==> config.mk <==
export PLATFORM = sky130hd
export DESIGN_NAME = spi_master_port
export DESIGN_NICKNAME = d
export VERILOG_FILES = /design/src/rtl/spi_port_pkg.sv /design/src/rtl/spi_sclk_timer.sv /design/src/rtl/spi_shift_engine.sv /design/src/rtl/spi_port_regs.sv /design/src/rtl/spi_master_port.sv
export SDC_FILE = /design/constraint.sdc
export NUM_CORES = 1
export LEC_CHECK = 0
export ABC_AREA = 1
export BUFFER_PORTS_ARGS = -buffer_cell sky130_fd_sc_hd__buf_2
export CAP_MARGIN = 20
export CORE_ASPECT_RATIO = 0.9
export CORE_MARGIN = 3
export CORE_UTILIZATION = 45
export DETAILED_ROUTE_END_ITERATION = 16
export GPL_TIMING_DRIVEN = 0
export PLACE_DENSITY = 0.73
export SYNTH_ARGS = -nofsm -noshare
export SYNTH_HDL_FRONTEND = slang
export SYNTH_SLANG_ARGS = --single-unit
==> constraint.sdc <==
create_clock -name clk -period 1.8 [get_ports clk]
set_input_delay 0.36 -clock clk [delete_from_list [all_inputs] [get_ports clk]]
set_output_delay 0.36 -clock clk [all_outputs]
set_load 0.02 [all_outputs]
==> src/rtl/spi_port_pkg.sv <==
// Package: shared register decode constants and the status word layout for
// the buffered SPI master port. Assumes a one-bit register address.
package spi_port_pkg;

    localparam logic ADDR_DATA   = 1'b0;
    localparam logic ADDR_STATUS = 1'b1;
    localparam int   STATUS_W    = 5;

    // Status word, least significant field last (bit 0 = holding empty).
    typedef struct packed {
        logic busy;
        logic wcol;
        logic ovr;
        logic rxf;
        logic txe;
    } status_t;

endpackage

==> src/rtl/spi_sclk_timer.sv <==
// Module: spi_sclk_timer
// Produces the mode-0 serial clock for one active transfer. Each bit period is
// DIV system clocks: a low half followed by a high half. Pulses rise_tick on
// the last low cycle and fall_tick on the last high cycle.
// Assumes DIV is even and at least 2. restart wins over run.
module spi_sclk_timer #(
    parameter int DIV = 4
) (
    input  logic clk,
    input  logic rst_n,
    input  logic run,
    input  logic restart,
    output logic rise_tick,
    output logic fall_tick,
    output logic sclk
);
    localparam int HALF = DIV / 2;
    localparam int CW   = (HALF > 1) ? $clog2(HALF) : 1;
    localparam logic [CW-1:0] LAST = CW'(HALF - 1);

    logic [CW-1:0] half_cnt;
    logic          phase_hi;

    // Half-period counter and phase toggle.
    always_ff @(posedge clk) begin
        if (!rst_n) begin
            half_cnt <= '0;
            phase_hi <= 1'b0;
        end else if (restart) begin
            half_cnt <= '0;
            phase_hi <= 1'b0;
        end else if (run) begin
            if (half_cnt == LAST) begin
                half_cnt <= '0;
                phase_hi <= ~phase_hi;
            end else begin
                half_cnt <= half_cnt + 1'b1;
            end
        end
    end

    // Edge strobes and the visible clock level.
    always_comb begin
        rise_tick = run && !phase_hi && (half_cnt == LAST);
        fall_tick = run &&  phase_hi && (half_cnt == LAST);
        sclk      = run && phase_hi;
    end

endmodule

==> src/rtl/spi_shift_engine.sv <==
// Module: spi_shift_engine
// Shifts one W-bit word out on MOSI (MSB first) and in from MISO. It samples
// on the rising SCLK edge and advances on the falling edge. start loads a new
// word and may coincide with the done pulse of the previous word, which gives
// gapless chaining. Assumes start is only raised when idle or on done.
module spi_shift_engine #(
    parameter int W   = 8,
    parameter int DIV = 4
) (
    input  logic         clk,
    input  logic         rst_n,
    input  logic         start,
    input  logic [W-1:0] load_data,
    input  logic         miso,
    output logic         busy,
    output logic         done,
    output logic [W-1:0] rx_word,
    output logic         sclk,
    output logic         mosi
);
    localparam int BCW = $clog2(W);
    localparam logic [BCW-1:0] LAST_BIT = BCW'(W - 1);

    logic [W-1:0]   tx_sh;
    logic [W-1:0]   rx_sh;
    logic [BCW-1:0] bit_cnt;
    logic           rise_tick;
    logic           fall_tick;

    spi_sclk_timer #(.DIV(DIV)) u_timer (
        .clk       (clk),
        .rst_n     (rst_n),
        .run       (busy),
        .restart   (start),
        .rise_tick (rise_tick),
        .fall_tick (fall_tick),
        .sclk      (sclk)
    );

    // Word framing, output shifter and input sampler.
    always_ff @(posedge clk) begin
        if (!rst_n) begin
            busy    <= 1'b0;
            tx_sh   <= '0;
            rx_sh   <= '0;
            bit_cnt <= '0;
        end else if (start) begin
            busy    <= 1'b1;
            tx_sh   <= load_data;
            bit_cnt <= '0;
        end else if (busy) begin
            if (rise_tick) begin
                rx_sh <= {rx_sh[W-2:0], miso};
            end
            if (fall_tick) begin
                if (bit_cnt == LAST_BIT) begin
                    busy <= 1'b0;
                end else begin
                    bit_cnt <= bit_cnt + 1'b1;
                    tx_sh   <= {tx_sh[W-2:0], 1'b0};
                end
            end
        end
    end

    // Completion strobe and line outputs.
    always_comb begin
        done    = fall_tick && (bit_cnt == LAST_BIT);
        rx_word = rx_sh;
        mosi    = busy && tx_sh[W-1];
    end

endmodule

==> src/rtl/spi_port_regs.sv <==
// Module: spi_port_regs
// CPU-side register file: the transmit holding buffer, the receive buffer and
// the status flags with their set and clear rules. It also decides when the
// shift engine loads. Assumes one-cycle bus accesses (bus_sel pulses).
module spi_port_regs
    import spi_port_pkg::*;
#(
    parameter int W = 8
) (
    input  logic         clk,
    input  logic         rst_n,
    input  logic         bus_sel,
    input  logic         bus_we,
    input  logic         bus_addr,
    input  logic [W-1:0] bus_wdata,
    output logic [W-1:0] bus_rdata,
    input  logic         eng_busy,
    input  logic         eng_done,
    input  logic [W-1:0] eng_rx,
    output logic         load,
    output logic [W-1:0] load_data,
    output logic         st_txe,
    output logic         st_rxf,
    output logic         st_ovr,
    output logic         st_wcol,
    output logic [W-1:0] rx_hold
);
    logic [W-1:0] tx_buf;
    logic         tx_full;
    logic         ovr_armed;
    logic         wr_data;
    logic         rd_data;
    logic         rd_stat;
    status_t      status;

    // Decode bus strobes and the engine load condition.
    always_comb begin
        wr_data   = bus_sel &&  bus_we && (bus_addr == ADDR_DATA);
        rd_data   = bus_sel && !bus_we && (bus_addr == ADDR_DATA);
        rd_stat   = bus_sel && !bus_we && (bus_addr == ADDR_STATUS);
        load      = tx_full && (!eng_busy || eng_done);
        load_data = tx_buf;
        st_txe    = !tx_full;
    end

    // Transmit holding buffer: accept when empty, release on load.
    always_ff @(posedge clk) begin
        if (!rst_n) begin
            tx_buf  <= '0;
            tx_full <= 1'b0;
        end else if (load) begin
            tx_full <= 1'b0;
        end else if (wr_data && !tx_full) begin
            tx_buf  <= bus_wdata;
            tx_full <= 1'b1;
        end
    end

    // Write-collision flag: sticky until a status read.
    always_ff @(posedge clk) begin
        if (!rst_n)                   st_wcol <= 1'b0;
        else if (wr_data && tx_full)  st_wcol <= 1'b1;
        else if (rd_stat)             st_wcol <= 1'b0;
    end

    // Receive buffer: keep the unread byte, drop a new one on overrun.
    always_ff @(posedge clk) begin
        if (!rst_n)                   rx_hold <= '0;
        else if (eng_done && !st_rxf) rx_hold <= eng_rx;
    end

    // Receive-full flag: set by a stored byte, cleared by a data read.
    always_ff @(posedge clk) begin
        if (!rst_n) st_rxf <= 1'b0;
        else        st_rxf <= (st_rxf && !rd_data) || (eng_done && !st_rxf);
    end

    // Overrun clear handshake: a status read seeing overrun arms the clear.
    always_ff @(posedge clk) begin
        if (!rst_n)                  ovr_armed <= 1'b0;
        else if (rd_data)            ovr_armed <= 1'b0;
        else if (rd_stat && st_ovr)  ovr_armed <= 1'b1;
    end

    // Overrun flag: a new loss wins over a clear on the same edge.
    always_ff @(posedge clk) begin
        if (!rst_n)                     st_ovr <= 1'b0;
        else if (eng_done && st_rxf)    st_ovr <= 1'b1;
        else if (rd_data && ovr_armed)  st_ovr <= 1'b0;
    end

    // Read multiplexer.
    always_comb begin
        status.busy = eng_busy;
        status.wcol = st_wcol;
        status.ovr  = st_ovr;
        status.rxf  = st_rxf;
        status.txe  = st_txe;
        if (rd_data)      bus_rdata = rx_hold;
        else if (rd_stat) bus_rdata = {{(W-STATUS_W){1'b0}}, status};
        else              bus_rdata = '0;
    end

endmodule

==> src/rtl/spi_master_port.sv <==
// Module: spi_master_port (top)
// Buffered byte-wide SPI master behind a two-register CPU port. Connects the
// register file to the shift engine. Assumes W >= 5 and an even DIV >= 2.
module spi_master_port #(
    parameter int W   = 8,
    parameter int DIV = 4
) (
    input  logic         clk,
    input  logic         rst_n,
    input  logic         bus_sel,
    input  logic         bus_we,
    input  logic         bus_addr,
    input  logic [W-1:0] bus_wdata,
    output logic [W-1:0] bus_rdata,
    output logic         sclk,
    output logic         mosi,
    input  logic         miso
);
    logic         eng_busy;
    logic         eng_done;
    logic [W-1:0] eng_rx;
    logic         load;
    logic [W-1:0] load_data;
    logic         st_txe;
    logic         st_rxf;
    logic         st_ovr;
    logic         st_wcol;
    logic [W-1:0] rx_hold;

    spi_port_regs #(.W(W)) u_regs (
        .clk       (clk),
        .rst_n     (rst_n),
        .bus_sel   (bus_sel),
        .bus_we    (bus_we),
        .bus_addr  (bus_addr),
        .bus_wdata (bus_wdata),
        .bus_rdata (bus_rdata),
        .eng_busy  (eng_busy),
        .eng_done  (eng_done),
        .eng_rx    (eng_rx),
        .load      (load),
        .load_data (load_data),
        .st_txe    (st_txe),
        .st_rxf    (st_rxf),
        .st_ovr    (st_ovr),
        .st_wcol   (st_wcol),
        .rx_hold   (rx_hold)
    );

    spi_shift_engine #(.W(W), .DIV(DIV)) u_engine (
        .clk       (clk),
        .rst_n     (rst_n),
        .start     (load),
        .load_data (load_data),
        .miso      (miso),
        .busy      (eng_busy),
        .done      (eng_done),
        .rx_word   (eng_rx),
        .sclk      (sclk),
        .mosi      (mosi)
    );

endmodule

==> flow_metrics.tcl, run 1 <==
set metrics [dict create \
    status "finished, final reports clean" \
    rsz0062_at_grt "no" \
    mappedNetlistArea_sq_mm 0.00186 \
    rr_worst_depth 9 \
    crit_buf_inv 2 \
    synth.distinct_cells 26 \
    clock_latency_ns 0.30 \
    tightest_slew_ns 0.384 \
    cts_setup_buffers 0 \
    io_buffer_count 23 \
    crit_path_top_delay_cell "nand3b_1" \
    powerDensity_mw_per_mm2 821 \
    grt_antenna_before_repair 0 \
    wl_per_cell_um 11.7 \
    hold_class "input port to flip-flop" \
    drtIter0Drc 146 \
    crit_path_max_incr_delay_ns 0.36 \
    cts_root_buf "clkbuf_8" \
    nNetsFinal 294 \
    holdPathEnd "u_engine.rx_word[0]" \
    layout-drive-gt1-share_pct 16.2 \
    endpoint_kind "output pin" \
    gr-total-overflow 0 \
    holdWs_ns 0.286 \
    ctsResizeCount 0 \
    reg2reg_from "u_engine.bit_cnt[0]" \
    async_flop_share_pct 0 \
    grt_max_degree 13 \
    p_leak_uw 0.000967 \
    h-tree-depth 2 \
    yosysTopAreaCell "dfxtp_1" \
    crit_path_frequent_cell "buf_2" \
    syn-num-nets 264 \
    finalClockSkew_ns 0.00641 \
    synth_area_leaders "dfxtp_1, nor2_1, nand2_1" \
    netlist_instances 248 \
    worstHoldStart "miso" \
    diodes 0 \
    ys_ff_latch 43 \
    grt_pass1_wl_mm 6.90 \
    ctsHoldBuffers 0 \
    synth_top_cells_by_count "dfxtp_1, nor2_1, nand2_1, inv_1, o21ai_0" \
    final_core_util_pct 55.5 \
    synth_top_area_share_pct 46.3 \
    hold_depth 3 \
    numCtsBuffers 5 \
    gr-usage-all-layers_pct 18.2 \
    pin_count 24 \
    via_per_inst 4.95 \
    area_growth_pct 14.4 \
    critPathTopFamily "simple AND/OR/NAND/NOR gates" \
    fin_crit_sh_pct 90.3 \
    fp.dieArea_sq_mm 0.00494 \
    die_h_um 67 \
    die_width_um 73.8 \
    via_count 1604 \
    dp_hpwl_mm 2.75 \
    worstReg2RegEnd "u_engine.tx_sh[3]" \
    cts_max_path_buffers 2 \
    cp_max_fo 10 \
    drc 0 \
    ir_worst_vdd_mv 0.571 \
    core-area_sq_mm 0.00384 \
    critPathKind "input port to output pin" \
    synth_ff_type "dfxtp_1" \
    report.final.slew_viol_count 0 \
    tns_ns 0 \
    slew_headroom_pct 74.3 \
    arrival_ns 1.27 \
    synth_seq_area_share_pct 46.3 \
    max_cap_viol_count 0 \
    start_util_pct 48.5 \
    wl_mm 3.80 \
    grt_pass1_vias 1547 \
    start_kind "input port" \
    avgSynthCellArea_sq_um 7.50 \
    setup_slack_ns 0.175 \
    power.total_uw 1750 \
    crit_path_cell_trace "buf_2, nand3b_1, o21ai_0, buf_2" \
    cts_tree "done" \
    synth_edf_count 0 \
    reg2reg_slack_ns 0.22 \
    hold_viol_final 0 \
    worstPathRequired_ns 1.44 \
    yosysMostFrequentCell "dfxtp_1" \
    fmax_mhz 615 \
    fin_crit_ns 1.63 \
    synth_warnings 0 \
    dp_slack_ns 0.144 \
    ant_nets 0 \
    gp_congestion 0.795 \
    dr.pass1.iters 4 \
    cts_sinks 43 \
    cts.clk_slew.worst_paths_ns 0.07 \
    final-setup-viol-count 0 \
    rows 21 \
]
==> worst max path at each step <==
stage	startpoint	to	slack [ns]	depth (start not counted)
floorplan	bus_addr	bus_rdata[2]	0.26	2
global placement	u_engine.bit_cnt[0]	u_engine.u_timer.half_cnt	0.17	7
detailed placement	u_engine.bit_cnt[0]	u_engine.u_timer.half_cnt	0.14	7
CTS	u_engine.bit_cnt[0]	u_engine.u_timer.half_cnt	0.12	7
global route	u_engine.bit_cnt[0]	u_engine.tx_sh[4]	0.03	9
finish	bus_addr	bus_rdata[2]	0.17	4
==> cell families (layout without fill, tap and decap cells) <==
logic type	Yosys count	in the layout	share of synthesized area (%)
buf+inv	42	72	9.89
fa+ha+maj	2	2	1.34
compound gates	49	49	13.5
flops	43	43	46.3
simple gates	112	112	29.0
==> area by class of cell <==
| class | instances | area [sq um] |
|---|---|---|
| clock buffers | 6 | 82.6 |
| well taps | 46 | 57.6 |
| plain buffers | 7 | 50.0 |
| inverters | 35 | 134 |
| repair buffers | 23 | 115 |
| multi-input cells | 163 | 823 |
| clock inverters | 1 | 5.00 |
| flip-flops and latches | 43 | 861 |
| fillers | 391 | 1710 |
==> per-layer routing <==
metal,track usage [%],wire (um),vias to the layer above
met5,0,0,-
met4,7.47,74,0
met2,28.3,1720,31
met1,24.3,1860,706
met3,3.62,143,8
li1,-,-,859
==> sequential cells by signal, indices dropped and copies added (netlist names) <==
name,count
u_engine.bit_cnt,3
u_engine.busy,1
u_engine.rx_word,8
u_engine.tx_sh,8
u_engine.u_timer.half_cnt,1
u_engine.u_timer.phase_hi,1
u_regs.load_data,8
u_regs.ovr_armed,1
u_regs.rx_hold,8
u_regs.st_ovr,1
u_regs.st_rxf,1
u_regs.st_wcol,1
u_regs.tx_full,1
==> report_power, final <==
part,internal [uW],switching (uW),leakage [uW]
logic,55.6,88.0,0.000571
clock network,301,311,0.0000470
registers,976,15.2,0.000348
total,1330,414,0.000967
==> stage by stage <==
stage               cells  instance area, sq um
floorplan             248                  1860
detailed placement    317                  2030
finish                324                  2130
global route          324                  2130
CTS                   324                  2120
global placement      317                  2030
==> cell usage in the layout (no fill, tap or decap), types with 3 or more instances in the layout <==
cell / instances
nand2_1: 35
a21oi_1: 18
inv_1: 30
nand3_1: 20
nand3b_1: 8
dfxtp_1: 43
nor2_1: 37
clkbuf_8: 7
o22ai_1: 5
nand2_4: 3
clkinv_1: 4
o21ai_0: 25
buf_2: 25
==> tightest hold or removal path: stages <==
cell    delay [ns]
buf_2         0.07
nor2_1        0.03
nor2_1        0.08
(Power assumes the default switching activity.)
==> run 2: changes to the inputs <==
- BUFFER_PORTS_ARGS: -buffer_cell sky130_fd_sc_hd__buf_2 -> -buffer_cell sky130_fd_sc_hd__buf_4
- CORE_ASPECT_RATIO: 0.9 -> 1.5
==> flow_metrics.tcl, run 2 (synthesized netlist as in run 1, its figures left out) <==
set metrics [dict create \
    fmax_mhz 611 \
    arrival_ns 1.28 \
    hold_viol_final 0 \
    hold_depth 3 \
    via_count 1592 \
    ctsResizeCount 0 \
    cts.clk_slew.worst_paths_ns 0.07 \
    stdcell_count 322 \
    final_common_cell "dfxtp_1" \
    via_per_inst 4.94 \
    fp.dieArea_sq_mm 0.00496 \
    nNetsFinal 294 \
    max_cap_viol_count 0 \
    status "finished, final reports clean" \
    hold_class "input port to flip-flop" \
    diodes 0 \
    start_kind "input port" \
    layout-drive-gt1-share_pct 15.5 \
    final-setup-viol-count 0 \
    p_leak_uw 0.000966 \
    drtIter0Drc 25 \
    tns_ns 0 \
    worstPathRequired_ns 1.44 \
    endpoint_kind "output pin" \
    fin_crit_sh_pct 90.9 \
    wl_mm 3.78 \
    report.final.slew_viol_count 0 \
    pin_count 24 \
    clock_latency_ns 0.29 \
    fin_crit_ns 1.64 \
    powerDensity_mw_per_mm2 788 \
    io_buffer_count 23 \
    gp_congestion 0.787 \
    cts_setup_buffers 0 \
    wl_per_cell_um 11.7 \
    multiInputGateArea_sq_um 818 \
    busiest_layer "met2" \
    grt_max_degree 12 \
    cts_sinks 43 \
    core-area_sq_mm 0.00396 \
    use_met2_pct 29.8 \
    ctsHoldBuffers 0 \
    ir_worst_vdd_mv 0.610 \
    register_area_sq_um 861 \
    most-common-layout-cells "dfxtp_1, nor2_1, nand2_1" \
    rows 28 \
    rsz0062_at_grt "no" \
    grt_antenna_before_repair 0 \
    cts_max_path_buffers 2 \
    area_growth_pct 16.3 \
    rr_worst_depth 9 \
    finalClockSkew_ns 0.00205 \
    dr.pass1.iters 4 \
    cts_root_buf "clkbuf_8" \
    slew_headroom_pct 73.2 \
    grt_pass1_wl_mm 6.59 \
    gr-total-overflow 0 \
    dp_hpwl_mm 2.84 \
    gr-usage-all-layers_pct 17.3 \
    grt_pass1_vias 1556 \
    grt_util_met1_pct 18.8 \
    ant_nets 0 \
    tightest_slew_ns 0.400 \
    numCtsBuffers 5 \
    critPathKind "input port to output pin" \
    start_util_pct 47.0 \
    die_h_um 84.8 \
    placedCellCount 316 \
    cts_tree "done" \
    grt_util_met3_pct 4.77 \
    h-tree-depth 2 \
    cp_max_fo 10 \
    drc 0 \
    final_core_util_pct 54.7 \
    fillers 391 \
    die_width_um 58.5 \
]
## run 2: cell types whose count changed in the layout (fill, tap and decap cells not counted)
cell	previous run	this run
buf_2	25	2
buf_4	1	24
clkbuf_1	2	3
clkbuf_8	7	6
nand2_2	2	3
nand2_4	3	2
clkinv_2	1	0
## run 2: per-stage QoR
step / hold slack, ns / total power [uW] / instance area, sq um / worst slack (ns)
2_1_floorplan: 0.424 / 1110 / 1860 / 0.256
4_1_cts: 0.285 / 1720 / 2160 / 0.114
5_1_grt: 0.293 / 1780 / 2160 / 0.00910
3_3_place_gp: 0.437 / 1160 / 2090 / 0.148
6_report: 0.297 / 1710 / 2160 / 0.164
3_5_place_dp: 0.444 / 1160 / 2090 / 0.124
## run 2: critical path, stage by stage
cell	delay, ns
buf_4	0.12
nand3b_1	0.36
o22ai_1	0.25
buf_4	0.18
## run 2: area by class of cell
class                   count  share of cell area [%]
well taps                  45                    2.60
multi-input cells         163                    37.8
flip-flops and latches     43                    39.8
inverters                  35                    6.18
plain buffers               7                    2.31
clock buffers               6                    3.35
repair buffers             23                    7.98
## run 2: per-layer routing
| metal | share of wire [%] | routed length [um] |
|---|---|---|
| met1 | 42 | 1590 |
| met4 | 2.6 | 99 |
| met2 | 52 | 1970 |
| met5 | 0 | 0 |
| met3 | 3.3 | 126 |
## run 2: power by group
part           leakage, uW  internal [uW]  switching, uW
Combinational     0.000581           63.9           86.4
Sequential        0.000348            976           14.1
Clock            0.0000371            259            307
Total             0.000966           1300            407
## run 2: worst paths after layout
kind                        from                  end  slack, ns
max                     bus_addr         bus_rdata[4]       0.16
min                         miso  u_engine.rx_word[0]       0.30
max reg2reg  u_engine.bit_cnt[0]    u_engine.tx_sh[4]       0.22
min reg2reg    u_regs.rx_hold[2]    u_regs.rx_hold[2]       0.45
